<file path="src/rtl/gpio_pkg.sv">
package gpio_pkg;
  localparam int PINS_DEF = 16;
  localparam int LSN_DEF  = 4;

  // Register select on the low address bit, port on the high bit
  typedef enum logic [1:0] {
    SEL_CTRL_A = 2'd0,
    SEL_DATA_A = 2'd1,
    SEL_CTRL_B = 2'd2,
    SEL_DATA_B = 2'd3
  } reg_sel_e;
endpackage

</file>
<file path="src/rtl/gpio_rst_sync.sv">
module gpio_rst_sync (
  input  logic clk,
  input  logic rst_n,
  output logic rst_n_sync
);
  logic [1:0] sync_q;

  always_ff @(posedge clk or negedge rst_n) begin
    if (!rst_n) sync_q <= 2'b00;
    else        sync_q <= {sync_q[0], 1'b1};
  end

  assign rst_n_sync = sync_q[1];
endmodule

</file>
<file path="src/rtl/gpio_port_bank.sv">
module gpio_port_bank #(
  parameter int PINS = 16,
  localparam int CW  = 2 * PINS
) (
  input  logic            clk,
  input  logic            rst_n,
  input  logic            wr_ctrl,
  input  logic            wr_data,
  input  logic [CW-1:0]   wdata,
  input  logic [PINS-1:0] per_drv,
  input  logic [PINS-1:0] per_oe,
  output logic [CW-1:0]   ctrl_q,
  output logic [PINS-1:0] level,
  output logic [PINS-1:0] chg
);
  logic [PINS-1:0] data_q;
  logic [CW-1:0]   ctrl_d;
  logic [PINS-1:0] data_d;
  logic [PINS-1:0] oe_cur, pu_cur, oe_nxt, pu_nxt;
  logic [PINS-1:0] lvl_nxt;

  function automatic logic [PINS-1:0] resolve(
    input logic [PINS-1:0] c_oe, input logic [PINS-1:0] c_dat,
    input logic [PINS-1:0] p_oe, input logic [PINS-1:0] p_dat,
    input logic [PINS-1:0] pull);
    return (c_oe & c_dat) | (p_oe & p_dat) | (~(c_oe | p_oe) & pull);
  endfunction

  // Next-state
  always_comb begin
    ctrl_d = ctrl_q;
    data_d = data_q;
    if (wr_ctrl) ctrl_d = wdata;
    if (wr_data) data_d = wdata[PINS-1:0];
  end

  // Registers with explicit enables
  always_ff @(posedge clk or negedge rst_n) begin
    if (!rst_n) begin
      ctrl_q <= '0;
    end else if (wr_ctrl) begin
      ctrl_q <= ctrl_d;
    end
  end

  always_ff @(posedge clk or negedge rst_n) begin
    if (!rst_n) begin
      data_q <= '0;
    end else if (wr_data) begin
      data_q <= data_d;
    end
  end

  // Interleaved control word: even bit enables the drive, odd bit the pull-up
  for (genvar n = 0; n < PINS; n++) begin : g_unzip
    assign oe_cur[n] = ctrl_q[2*n];
    assign pu_cur[n] = ctrl_q[2*n+1];
    assign oe_nxt[n] = ctrl_d[2*n];
    assign pu_nxt[n] = ctrl_d[2*n+1];
  end

  assign level   = resolve(oe_cur, data_q, per_oe, per_drv, pu_cur);
  assign lvl_nxt = resolve(oe_nxt, data_d, per_oe, per_drv, pu_nxt);
  // Zero whenever no write is present, as both views then agree
  assign chg     = level ^ lvl_nxt;
endmodule

</file>
<file path="src/rtl/gpio_notify.sv">
module gpio_notify #(
  parameter int PINS = 16,
  parameter int LSN  = 4,
  localparam int MW  = PINS * LSN
) (
  input  logic            clk,
  input  logic            rst_n,
  input  logic [PINS-1:0] chg_a,
  input  logic [PINS-1:0] chg_b,
  input  logic [MW-1:0]   mask_a,
  input  logic [MW-1:0]   mask_b,
  output logic [LSN-1:0]  notify
);
  logic [LSN-1:0] notify_d;

  for (genvar i = 0; i < LSN; i++) begin : g_lsn
    assign notify_d[i] = (|(mask_a[i*PINS +: PINS] & chg_a)) |
                         (|(mask_b[i*PINS +: PINS] & chg_b));
  end

  always_ff @(posedge clk or negedge rst_n) begin
    if (!rst_n) notify <= '0;
    else        notify <= notify_d;
  end
endmodule

</file>
<file path="src/rtl/shared_gpio_port.sv">
module shared_gpio_port #(
  parameter int PINS = gpio_pkg::PINS_DEF,
  parameter int LSN  = gpio_pkg::LSN_DEF,
  localparam int CW  = 2 * PINS,
  localparam int MW  = PINS * LSN
) (
  input  logic            clk,
  input  logic            rst_n,
  input  logic            bus_wr,
  input  logic [1:0]      bus_addr,
  input  logic [CW-1:0]   bus_wdata,
  output logic [CW-1:0]   bus_rdata,
  input  logic [PINS-1:0] per_drv_a,
  input  logic [PINS-1:0] per_oe_a,
  input  logic [PINS-1:0] per_drv_b,
  input  logic [PINS-1:0] per_oe_b,
  input  logic [MW-1:0]   lsn_mask_a,
  input  logic [MW-1:0]   lsn_mask_b,
  output logic [PINS-1:0] lvl_a,
  output logic [PINS-1:0] lvl_b,
  output logic [LSN-1:0]  lsn_notify
);
  import gpio_pkg::*;

  logic            rst_n_sync;
  logic [1:0]      wr_ctrl_v, wr_data_v;
  logic [PINS-1:0] per_drv_v [2];
  logic [PINS-1:0] per_oe_v  [2];
  logic [CW-1:0]   ctrl_v    [2];
  logic [PINS-1:0] lvl_v     [2];
  logic [PINS-1:0] chg_v     [2];

  gpio_rst_sync u_rst (
    .clk(clk), .rst_n(rst_n), .rst_n_sync(rst_n_sync)
  );

  assign per_drv_v[0] = per_drv_a;
  assign per_drv_v[1] = per_drv_b;
  assign per_oe_v[0]  = per_oe_a;
  assign per_oe_v[1]  = per_oe_b;

  // Address decode: bit 1 picks the port, bit 0 picks control or data
  for (genvar p = 0; p < 2; p++) begin : g_port
    assign wr_ctrl_v[p] = bus_wr && (bus_addr[1] == p[0]) && !bus_addr[0];
    assign wr_data_v[p] = bus_wr && (bus_addr[1] == p[0]) &&  bus_addr[0];

    gpio_port_bank #(.PINS(PINS)) u_bank (
      .clk    (clk),
      .rst_n  (rst_n_sync),
      .wr_ctrl(wr_ctrl_v[p]),
      .wr_data(wr_data_v[p]),
      .wdata  (bus_wdata),
      .per_drv(per_drv_v[p]),
      .per_oe (per_oe_v[p]),
      .ctrl_q (ctrl_v[p]),
      .level  (lvl_v[p]),
      .chg    (chg_v[p])
    );
  end

  gpio_notify #(.PINS(PINS), .LSN(LSN)) u_notify (
    .clk   (clk),
    .rst_n (rst_n_sync),
    .chg_a (chg_v[0]),
    .chg_b (chg_v[1]),
    .mask_a(lsn_mask_a),
    .mask_b(lsn_mask_b),
    .notify(lsn_notify)
  );

  assign lvl_a = lvl_v[0];
  assign lvl_b = lvl_v[1];

  always_comb begin
    unique case (reg_sel_e'(bus_addr))
      SEL_CTRL_A: bus_rdata = ctrl_v[0];
      SEL_DATA_A: bus_rdata = {{PINS{1'b0}}, lvl_v[0]};
      SEL_CTRL_B: bus_rdata = ctrl_v[1];
      default:    bus_rdata = {{PINS{1'b0}}, lvl_v[1]};
    endcase
  end
endmodule

</file>
<file path="config.mk">
export PLATFORM = sky130hd
export DESIGN_NAME = shared_gpio_port
export DESIGN_NICKNAME = d
export VERILOG_FILES = /design/src/rtl/gpio_pkg.sv /design/src/rtl/gpio_rst_sync.sv /design/src/rtl/gpio_port_bank.sv /design/src/rtl/gpio_notify.sv /design/src/rtl/shared_gpio_port.sv
export SDC_FILE = /design/constraint.sdc
export NUM_CORES = 1
export LEC_CHECK = 0
export ABC_AREA = 1
export BUFFER_PORTS_ARGS = -buffer_cell sky130_fd_sc_hd__clkbuf_2
export CAP_MARGIN = 20
export CORE_MARGIN = 2
export CORE_UTILIZATION = 30
export DETAILED_ROUTE_END_ITERATION = 16
export MAX_ROUTING_LAYER = met4
export SLEW_MARGIN = 10
export SYNTH_ARGS = -nofsm -noshare
export SYNTH_HDL_FRONTEND = slang
export SYNTH_SLANG_ARGS = --single-unit
</file>
<file path="constraint.sdc">
create_clock -name clk -period 3.35 [get_ports clk]
set_input_delay 0.5025 -clock clk [delete_from_list [all_inputs] [get_ports clk]]
set_output_delay 0.5025 -clock clk [all_outputs]
set_load 0.005 [all_outputs]
</file>
; ---- Word-level counts from Yosys, hierarchy flattened
; Cells that the tools add are included.
[word_totals]
inputBits = 229
out_inout_bits = 68
register_bits = 102
[classes]
reduce_logical = 16
n_eq_ne = 2
n_mux = 5
n_bitwise = 41
[op_table]
columns = op, n
row1 = $and A16 B16 Y16, 18
row2 = $or A16 B16 Y16, 12
row3 = $reduce_or A16 Y1, 8
row4 = $pmux W32 S3, 1
row5 = $mux W32, 2
row6 = $not A16 Y16, 4
row7 = $mux W16, 2
row8 = $xor A16 B16 Y16, 2
row9 = $logic_and A1 B1 Y1, 6
row10 = $or A1 B1 Y1, 4
row11 = $eq A2 B1 Y1 const B, 1
row12 = $eq A2 B2 Y1 const B, 1
row13 = $logic_not A2 Y1, 1
row14 = $logic_not A1 Y1, 1
row15 = $not A1 Y1, 1

; ---- Depth between registers and ports, before layout
; Gate-level depths: netlist of run 1.
[logic_depth]
word_depth = 12
mapped_depth = 16
depth_no_buf = 14

; ---- Modules after synthesis
; From an unflattened synthesis of run 1, not the netlist that was laid out.
[hier_totals]
hier_cells = 1434
hier_area_um2 = 8065.2
[modules_own_cells]
columns = module, n_inst, seq_area_each_um2, area_each_um2, cells_each
row1 = gpio_port_bank (g_port[0].u_bank), 1, 1201.2, 3074.2, 511
row2 = gpio_port_bank (g_port[1].u_bank), 1, 1201.2, 3069.2, 511
row3 = gpio_notify, 1, 100.1, 1046.0, 256
row4 = shared_gpio_port, 1, 0.0, 822.0, 153
row5 = gpio_rst_sync, 1, 50.0, 53.8, 3

; ---- Worst setup path after synthesis of run 1
; No wires, ideal clock.
[synth_timing]
path_kind = input port to output port
startpoint = in bus_addr[1]
endpoint = out bus_rdata[0]
n_path_buf = 3
arrival_ps = 1826
slack_ps = 1021
cell_stages = 7
cell_sequence = buf_4 > inv_1 > buf_2 > nor2_1 > inv_1 > clkbuf_1 > o2111ai_1
[synth_via]
elab_chain_len = 2
[synth_rtl]
columns = element, line
row1 = "start, declared", shared_gpio_port.sv:10  ; input logic [1:0] bus_addr,
row2 = $eq A2 B2 Y1 (tied with other cells), shared_gpio_port.sv:75  ; unique case (reg_sel_e'(bus_addr))
row3 = $pmux W32 S3 (*), shared_gpio_port.sv:75
row4 = "end, declared", shared_gpio_port.sv:12  ; output logic [CW-1:0] bus_rdata,
; Mark *: on every way between the ends. The rest lies on a longest branch, timed or not.

; ---- Worst setup path after layout of run 1
[layout_timing]
startpoint = in bus_addr[1]
endpoint = out bus_rdata[12]
; The elaborated chain is that of the path after synthesis.

==> impl_metrics.ini, run 1 <==
[synthesis]
synth_area_leaders = dfrtp_1, nand2_1, nand3_1
syn_avg_cell_area_um2 = 6.18
synth_top_flop_cell = dfrtp_1
synth_seq_cells = 102
yosysUniqueCellTypes = 30
netlist_instances = 1181
synth_xor_area_share_pct = 0
synth_compound_area_share_pct = 8.76
synth_commonest_cells = nand2_1, nand3_1, nor2_1, dfrtp_1, inv_1
synth-adder-area-share_pct = 0
yosysWarnings = 0
postSynthNetCount = 1410
yosys.area_share.simple_pct = 49.8
synth-edff-count = 0
synth_top_cell_area_share_pct = 35.0
synth_area_leader_cell = dfrtp_1
ys_seq_area_share_pct = 35.0
synth_most_common_cell = nand2_1
synth_top_family_by_area = simple AND/OR/NAND/NOR gates
netlist_area_um2 = 7300
ys_async_sr_fraction_pct = 100
synth_mux_area_share_pct = 0

[sta]
slew_viol_final = 0
layout_min_cycle_time_ns = 2.86
setup_viol = 0
final-hold-violation-count = 0
rsz0062_at_grt = no
fin_skew_ns = 0.00531
worst_slack_ns = 0.486
finalCritPeriodShare_pct = 85.5
fin_tns_setup_ns = 0
max_freq_mhz = 349
hold_ws_ns = 0.352
tightest_slew_ns = 0.950
relSlewSlack_pct = 36.6

[grt]
grt_max_degree = 60
grt_pass1_vias = 8688
antenna_found_initial = 0
grt_pass1_wl_um = 48600
grtUsageTotal_pct = 25.4
grt_overflow_total = 0

[setup_path]
crit_required_ns = 2.85
worstPathMaxFanout = 15
worst_setup_path_end_kind = output port
r2r-start = g_port[0].u_bank.ctrl_q[14]$_DFFE_PN0N_
worstRegToRegCells = 10
critPathLaunchType = input port
reg2reg_setup_slack_ns = 1.45
path_class = input port to output port
r2r_end = u_notify.notify[1]$_DFF_PN0_
arrival_ns = 2.36

[power]
internal_power_mw = 2.57
power_density_nw_per_um2 = 449
comb_power_share_pct = 39.0
seq_power_share_pct = 36.6
leakage_nw = 5.48
vdd_drop_max_mv = 0.209
clkPwrFrac_pct = 24.4
p_sw_mw = 1.72
switching_share_pct = 40.1

[detailed_routing]
routed_wl_um = 32300
wl_per_cell_um = 17.8
vias = 8999
top_layer = met4
wirelength_met1_um = 14100
first_pass_iters = 7
ant_nets = 0
drt_iter0_drc = 710
dr_wl_met2_um = 15400
vias_per_cell = 4.98
wl_met3_um = 2110
drc = 0

[placement]
io_buffers = 296
dp_slack_ns = 0.395
gp_congestion = 0.897
dp_hpwl_um = 25400
postPlaceCellArea_um2 = 9230

[cts]
cts_sinks = 102
cts.clk_slew.worst_paths_ns = 0.07
ctsResizeCount = 0
cts_tree = done
clockRootBuffer = clkbuf_16
clk_path_buf_depth = 2
post-cts-setup-buffer-count = 0
numCtsBuffers = 9
htreeDepth = 3
clk_latency_ns = 0.35

[finish]
fin_nets = 1708
insertedDiodeCount = 0
post_route_cells_drive_above_1_share_pct = 23.1
area_growth_pct = 30.6
post-route-util_pct = 39.5
design_area_um2 = 9530

[floorplanning]
die_h_um = 160
rows = 57
io_pins = 297
dieArea_um2 = 25600
die_w_um = 160
coreArea_um2 = 24100
start_util_pct = 30.3

[run]
cap_violations = 0

[status]
outcome = finished clean

[hold_path]
hp-class = flop to flop
min_path_cells = 0
min_from = u_rst.sync_q[0]$_DFF_PN0_
whs_endpoint = u_rst.sync_q[1]$_DFF_PN0_
## power by group through the flow
stage | Clock [mW] | Combinational [mW] | Sequential, mW
2_1_floorplan | 0 | 1.01 | 1.55
3_3_place_gp | 0 | 1.65 | 1.59
3_5_place_dp | 0 | 1.66 | 1.59
4_1_cts | 1.07 | 1.66 | 1.57
5_1_grt | 1.12 | 1.87 | 1.60
6_report | 1.05 | 1.67 | 1.57
## per-layer routing
layer / GRT usage (%) / vias to the layer above
met1: 31.6 / 4138
met4: 5.69 / 0
met3: 5.09 / 37
met5: - / -
met2: 42.8 / 362
li1: - / 4462
## cell type report
cell class              count  area, µm²
well taps                 324        405
clock buffers              12        256
clock inverters             4       31.3
inverters                  81        304
fillers                  2707      14600
flip-flops and latches    102       2560
repair buffers            319       1690
multi-input cells         966       4280
## metrics by stage
step / std cells / power (mW)
3_3_place_gp: 1791 / 3.24
4_1_cts: 1808 / 4.30
3_5_place_dp: 1791 / 3.25
5_1_grt: 1808 / 4.58
6_report: 1808 / 4.28
2_1_floorplan: 1181 / 2.56
## kinds of logic (layout without fill, tap and decap cells)
family / Yosys count / in the layout
flops: 102 / 102
other cells: 1 / 1
simple gates: 873 / 873
buf+inv: 113 / 416
compound gates: 92 / 92
## worst max-delay path by stage
stage | end | start | cells past startpoint | slack, ns
2_1_floorplan | g_port[0].u_bank.ctrl_q[0]$_DFFE_PN0N_ | u_rst.sync_q[1]$_DFF_PN0_ | 0 | 0.30
4_1_cts | bus_rdata[4] | bus_addr[1] | 6 | 0.56
5_1_grt | bus_rdata[4] | bus_addr[1] | 6 | 0.35
6_report | bus_rdata[12] | bus_addr[1] | 6 | 0.49
3_3_place_gp | u_notify.notify[2]$_DFF_PN0_ | bus_wr | 13 | 0.46
3_5_place_dp | u_notify.notify[1]$_DFF_PN0_ | bus_wr | 13 | 0.40
## registers in the layout, indices dropped and copies added (netlist names)
signal / flops
g_port.u_bank.ctrl_q: 64
g_port.u_bank.data_q: 32
u_notify.notify: 4
u_rst.sync_q: 2
## placed cells by master (no fill, tap or decap), types with 8 or more instances in the layout
cell	synthesis	final
a21boi_1	31	31
o22ai_1	8	8
buf_4	4	19
nand2_1	522	522
clkbuf_16	0	9
o21ai_1	22	22
nand3_1	184	183
inv_1	80	80
nor2_1	115	114
clkbuf_2	0	296
nand4_1	21	21
dfrtp_1	102	101
o2111ai_1	13	13
nor3_1	24	24
## worst max-delay path, stage by stage
cell       delay, ns
clkbuf_2        0.35
inv_1           0.27
nor2_2          0.15
inv_1           0.42
o2111ai_1       0.47
clkbuf_2        0.18
## repair_timing
item / CTS / global route
hold endpoints to repair: 2 / 0
setup endpoints to repair: 0 / 0
hold buffers: 1 / 0
Power figures use the tool's default switching activity.
==> run 2, diff against run 1 <==
--- a/config.mk
+++ b/config.mk
@@ -15,4 +15,5 @@
 export SLEW_MARGIN = 10
 export SYNTH_ARGS = -nofsm -noshare
 export SYNTH_HDL_FRONTEND = slang
+export SYNTH_HIERARCHICAL = 1
 export SYNTH_SLANG_ARGS = --single-unit
==> run 2 against run 1 <==
Against the previous run: clock power about the same; cell area is 6.3% higher; non-clock buffer count fell by 6; count of clock-buffer cells in the layout did not move; first-iteration DRC count rose by 8.2%; sequential power is essentially flat; combinational power up 8%; critical path type is now input port to flop.
==> impl_metrics.ini, run 2 <==
[status]
outcome = finished clean

[power]
power.total_mw = 4.47
comb_power_share_pct = 40.5
power_density_nw_per_um2 = 442
p_sw_mw = 1.87
switching_share_pct = 41.8
seq_power_share_pct = 35.5
clkPwrFrac_pct = 23.9
leakage_nw = 6.41
internal_power_mw = 2.60
vdd_drop_max_mv = 0.240

[synthesis]
syn_avg_cell_area_um2 = 5.62
netlist_area_um2 = 8070
synth_seq_cells = 102
synth_most_common_cell = nand2_1
synth_top_flop_cell = dfrtp_1
yosysUniqueCellTypes = 16
yosysWarnings = 6
synth_area_leader_cell = nand2_1
synth-edff-count = 0
ys_async_sr_fraction_pct = 100
synth_area_leaders = nand2_1, dfrtp_1, nand3_1
postSynthNetCount = 1663
synth_top_cell_area_share_pct = 40.4
netlist_instances = 1434
synth_commonest_cells = nand2_1, inv_1, nand3_1, dfrtp_1, nand4_1
ys_seq_area_share_pct = 31.6

[setup_path]
r2r_end = u_notify/notify[0]$_DFF_PN0_
critPathLaunchType = input port
arrival_ns = 2.87
worst_setup_path_end_kind = flop
crit_start = bus_wr
worstPathMaxFanout = 27
reg2reg_setup_slack_ns = 1.42
path_class = input port to flop
worstRegToRegCells = 12
crit_required_ns = 3.59
r2r-start = g_port[1].u_bank/ctrl_q[28]$_DFFE_PN0P_

[detailed_routing]
routed_wl_um = 35100
first_pass_iters = 5
wl_per_cell_um = 17.0
ant_nets = 0
vias_per_cell = 4.78
drc = 0
drt_iter0_drc = 768
vias = 9851

[floorplanning]
start_util_pct = 30.3
io_pins = 297
coreArea_um2 = 26700
die_w_um = 168
rows = 60
die_h_um = 168
dieArea_um2 = 28200

[grt]
grt_pass1_vias = 9292
antenna_found_initial = 1
grt_overflow_total = 0
grt_max_degree = 63
grt_pass1_wl_um = 52100
grtUsageTotal_pct = 25.1

[cts]
clk_path_buf_depth = 2
cts_sinks = 102
cts.clk_slew.worst_paths_ns = 0.07
cts_tree = done
numCtsBuffers = 9
clk_latency_ns = 0.36
htreeDepth = 3
clockRootBuffer = clkbuf_16
ctsResizeCount = 0

[finish]
post_route_cells_drive_above_1_share_pct = 19.6
layout_common_cells = nand2_1, clkbuf_2, inv_1
reg.largest.list = g_port.u_bank/ctrl_q: 64 flops, g_port.u_bank/data_q: 32 flops, u_notify/notify: 4 flops
fin_nets = 1944
largest_reg_flops = 64
design_area_um2 = 10100
post-route-util_pct = 38.0
area_growth_pct = 25.6
top_register = g_port.u_bank/ctrl_q
layout_commonest_cell = nand2_1

[placement]
io_buffers = 296
gp_congestion = 0.958
dp_hpwl_um = 27900
postPlaceCellArea_um2 = 9830
dp_slack_ns = 0.313

[sta]
setup_viol = 0
fin_tns_setup_ns = 0
worst_slack_ns = 0.713
rsz0062_at_grt = no
layout_min_cycle_time_ns = 2.64
max_freq_mhz = 379
finalCritPeriodShare_pct = 78.7
relSlewSlack_pct = 55.1
slew_viol_final = 0
fin_skew_ns = 0.00649
tightest_slew_ns = 0.673
final-hold-violation-count = 0

[run]
cap_violations = 0

[hold_path]
hp-class = flop to asynchronous set/reset pin
-- run 2: changes by cell type after synthesis, sizes merged, moves of 5 or more --
| cell | delta |
|---|---|
| nand3 | -26 |
| nor3 | -20 |
| inv | +86 |
| buf | +16 |
| nor2 | -77 |
| a22o | -7 |
| nand2 | +345 |
| a21boi | -31 |
| o2111ai | -13 |
| o21ai | -24 |
| clkbuf | -5 |
| nand4 | +27 |
| o22ai | -8 |
-- run 2: layout make-up --
cell class / count / area (µm²)
Clock inverter: 4 / 47.5
Fill cell: 2956 / 16500
Antenna cell: 1 / 2.50
Tap cell: 341 / 427
Clock buffer: 12 / 236
Sequential cell: 102 / 2560
Inverter: 167 / 632
Multi-Input combinational cell: 1122 / 4580
Timing Repair Buffer: 313 / 1650
-- run 2: layer usage --
| metal | GRT usage (%) | share of wire [%] | wire [µm] | up-vias |
|---|---|---|---|---|
| li1 | - | - | - | 4967 |
| met1 | 30.9 | 42 | 14800 | 4421 |
| met2 | 41.2 | 47 | 16400 | 414 |
| met3 | 5.24 | 8.2 | 2890 | 49 |
| met4 | 8.47 | 3.1 | 1090 | 0 |
| met5 | - | 0 | 0 | - |
-- run 2: worst max-delay path: stages --
cell	delay, ns
clkbuf_2	0.11
inv_1	0.20
nor3_4	0.08
inv_2	0.44
buf_4	0.28
nand2_1	0.06
nand2_1	0.07
nand3_1	0.10
nand4_1	0.09
nand2_1	0.26
nand2_1	0.13
nand2_1	0.05
nor2_1	0.12
nand2_1	0.11
nor2_1	0.19
nand2_1	0.08
-- run 2: kinds of logic (layout without fill, tap and decap cells) --
logic type / count (synthesis) / in the layout / share of synthesized area (%)
other cells: 1 / 2 / 0.0465
flops: 102 / 102 / 31.6
buf+inv: 210 / 496 / 11.7
simple gates: 1121 / 1121 / 56.6
-- run 2: how the worst max path moves through the flow --
stage | end | slack, ns
2_1_floorplan | g_port[0].u_bank/ctrl_q[0]$_DFFE_PN0P_ | 0.30
3_3_place_gp | u_notify/notify[1]$_DFF_PN0_ | 0.34
3_5_place_dp | u_notify/notify[1]$_DFF_PN0_ | 0.31
4_1_cts | u_notify/notify[1]$_DFF_PN0_ | 0.70
5_1_grt | u_notify/notify[1]$_DFF_PN0_ | 0.49
6_report | u_notify/notify[1]$_DFF_PN0_ | 0.71
-- run 2: metrics by stage --
stage	hold WS, ns	std cells
finish	0.336	2062
global route	0.369	2062
CTS	0.356	2061
detailed placement	0.294	2044
global placement	0.293	2044
floorplan	0.207	1434
-- run 2: power by group through the flow --
stage / clock, mW / combinational, mW / sequential (mW)
after floorplan: 0 / 1.07 / 1.56
after global placement: 0 / 1.78 / 1.61
after detailed placement: 0 / 1.80 / 1.61
after CTS: 1.09 / 1.81 / 1.59
after global routing: 1.15 / 2.04 / 1.62
final: 1.07 / 1.81 / 1.59
-- run 2: timing repair --
action	CTS	global route
endpoints found under the hold margin	2	0
buffers inserted	0	0
hold buffers	1	0
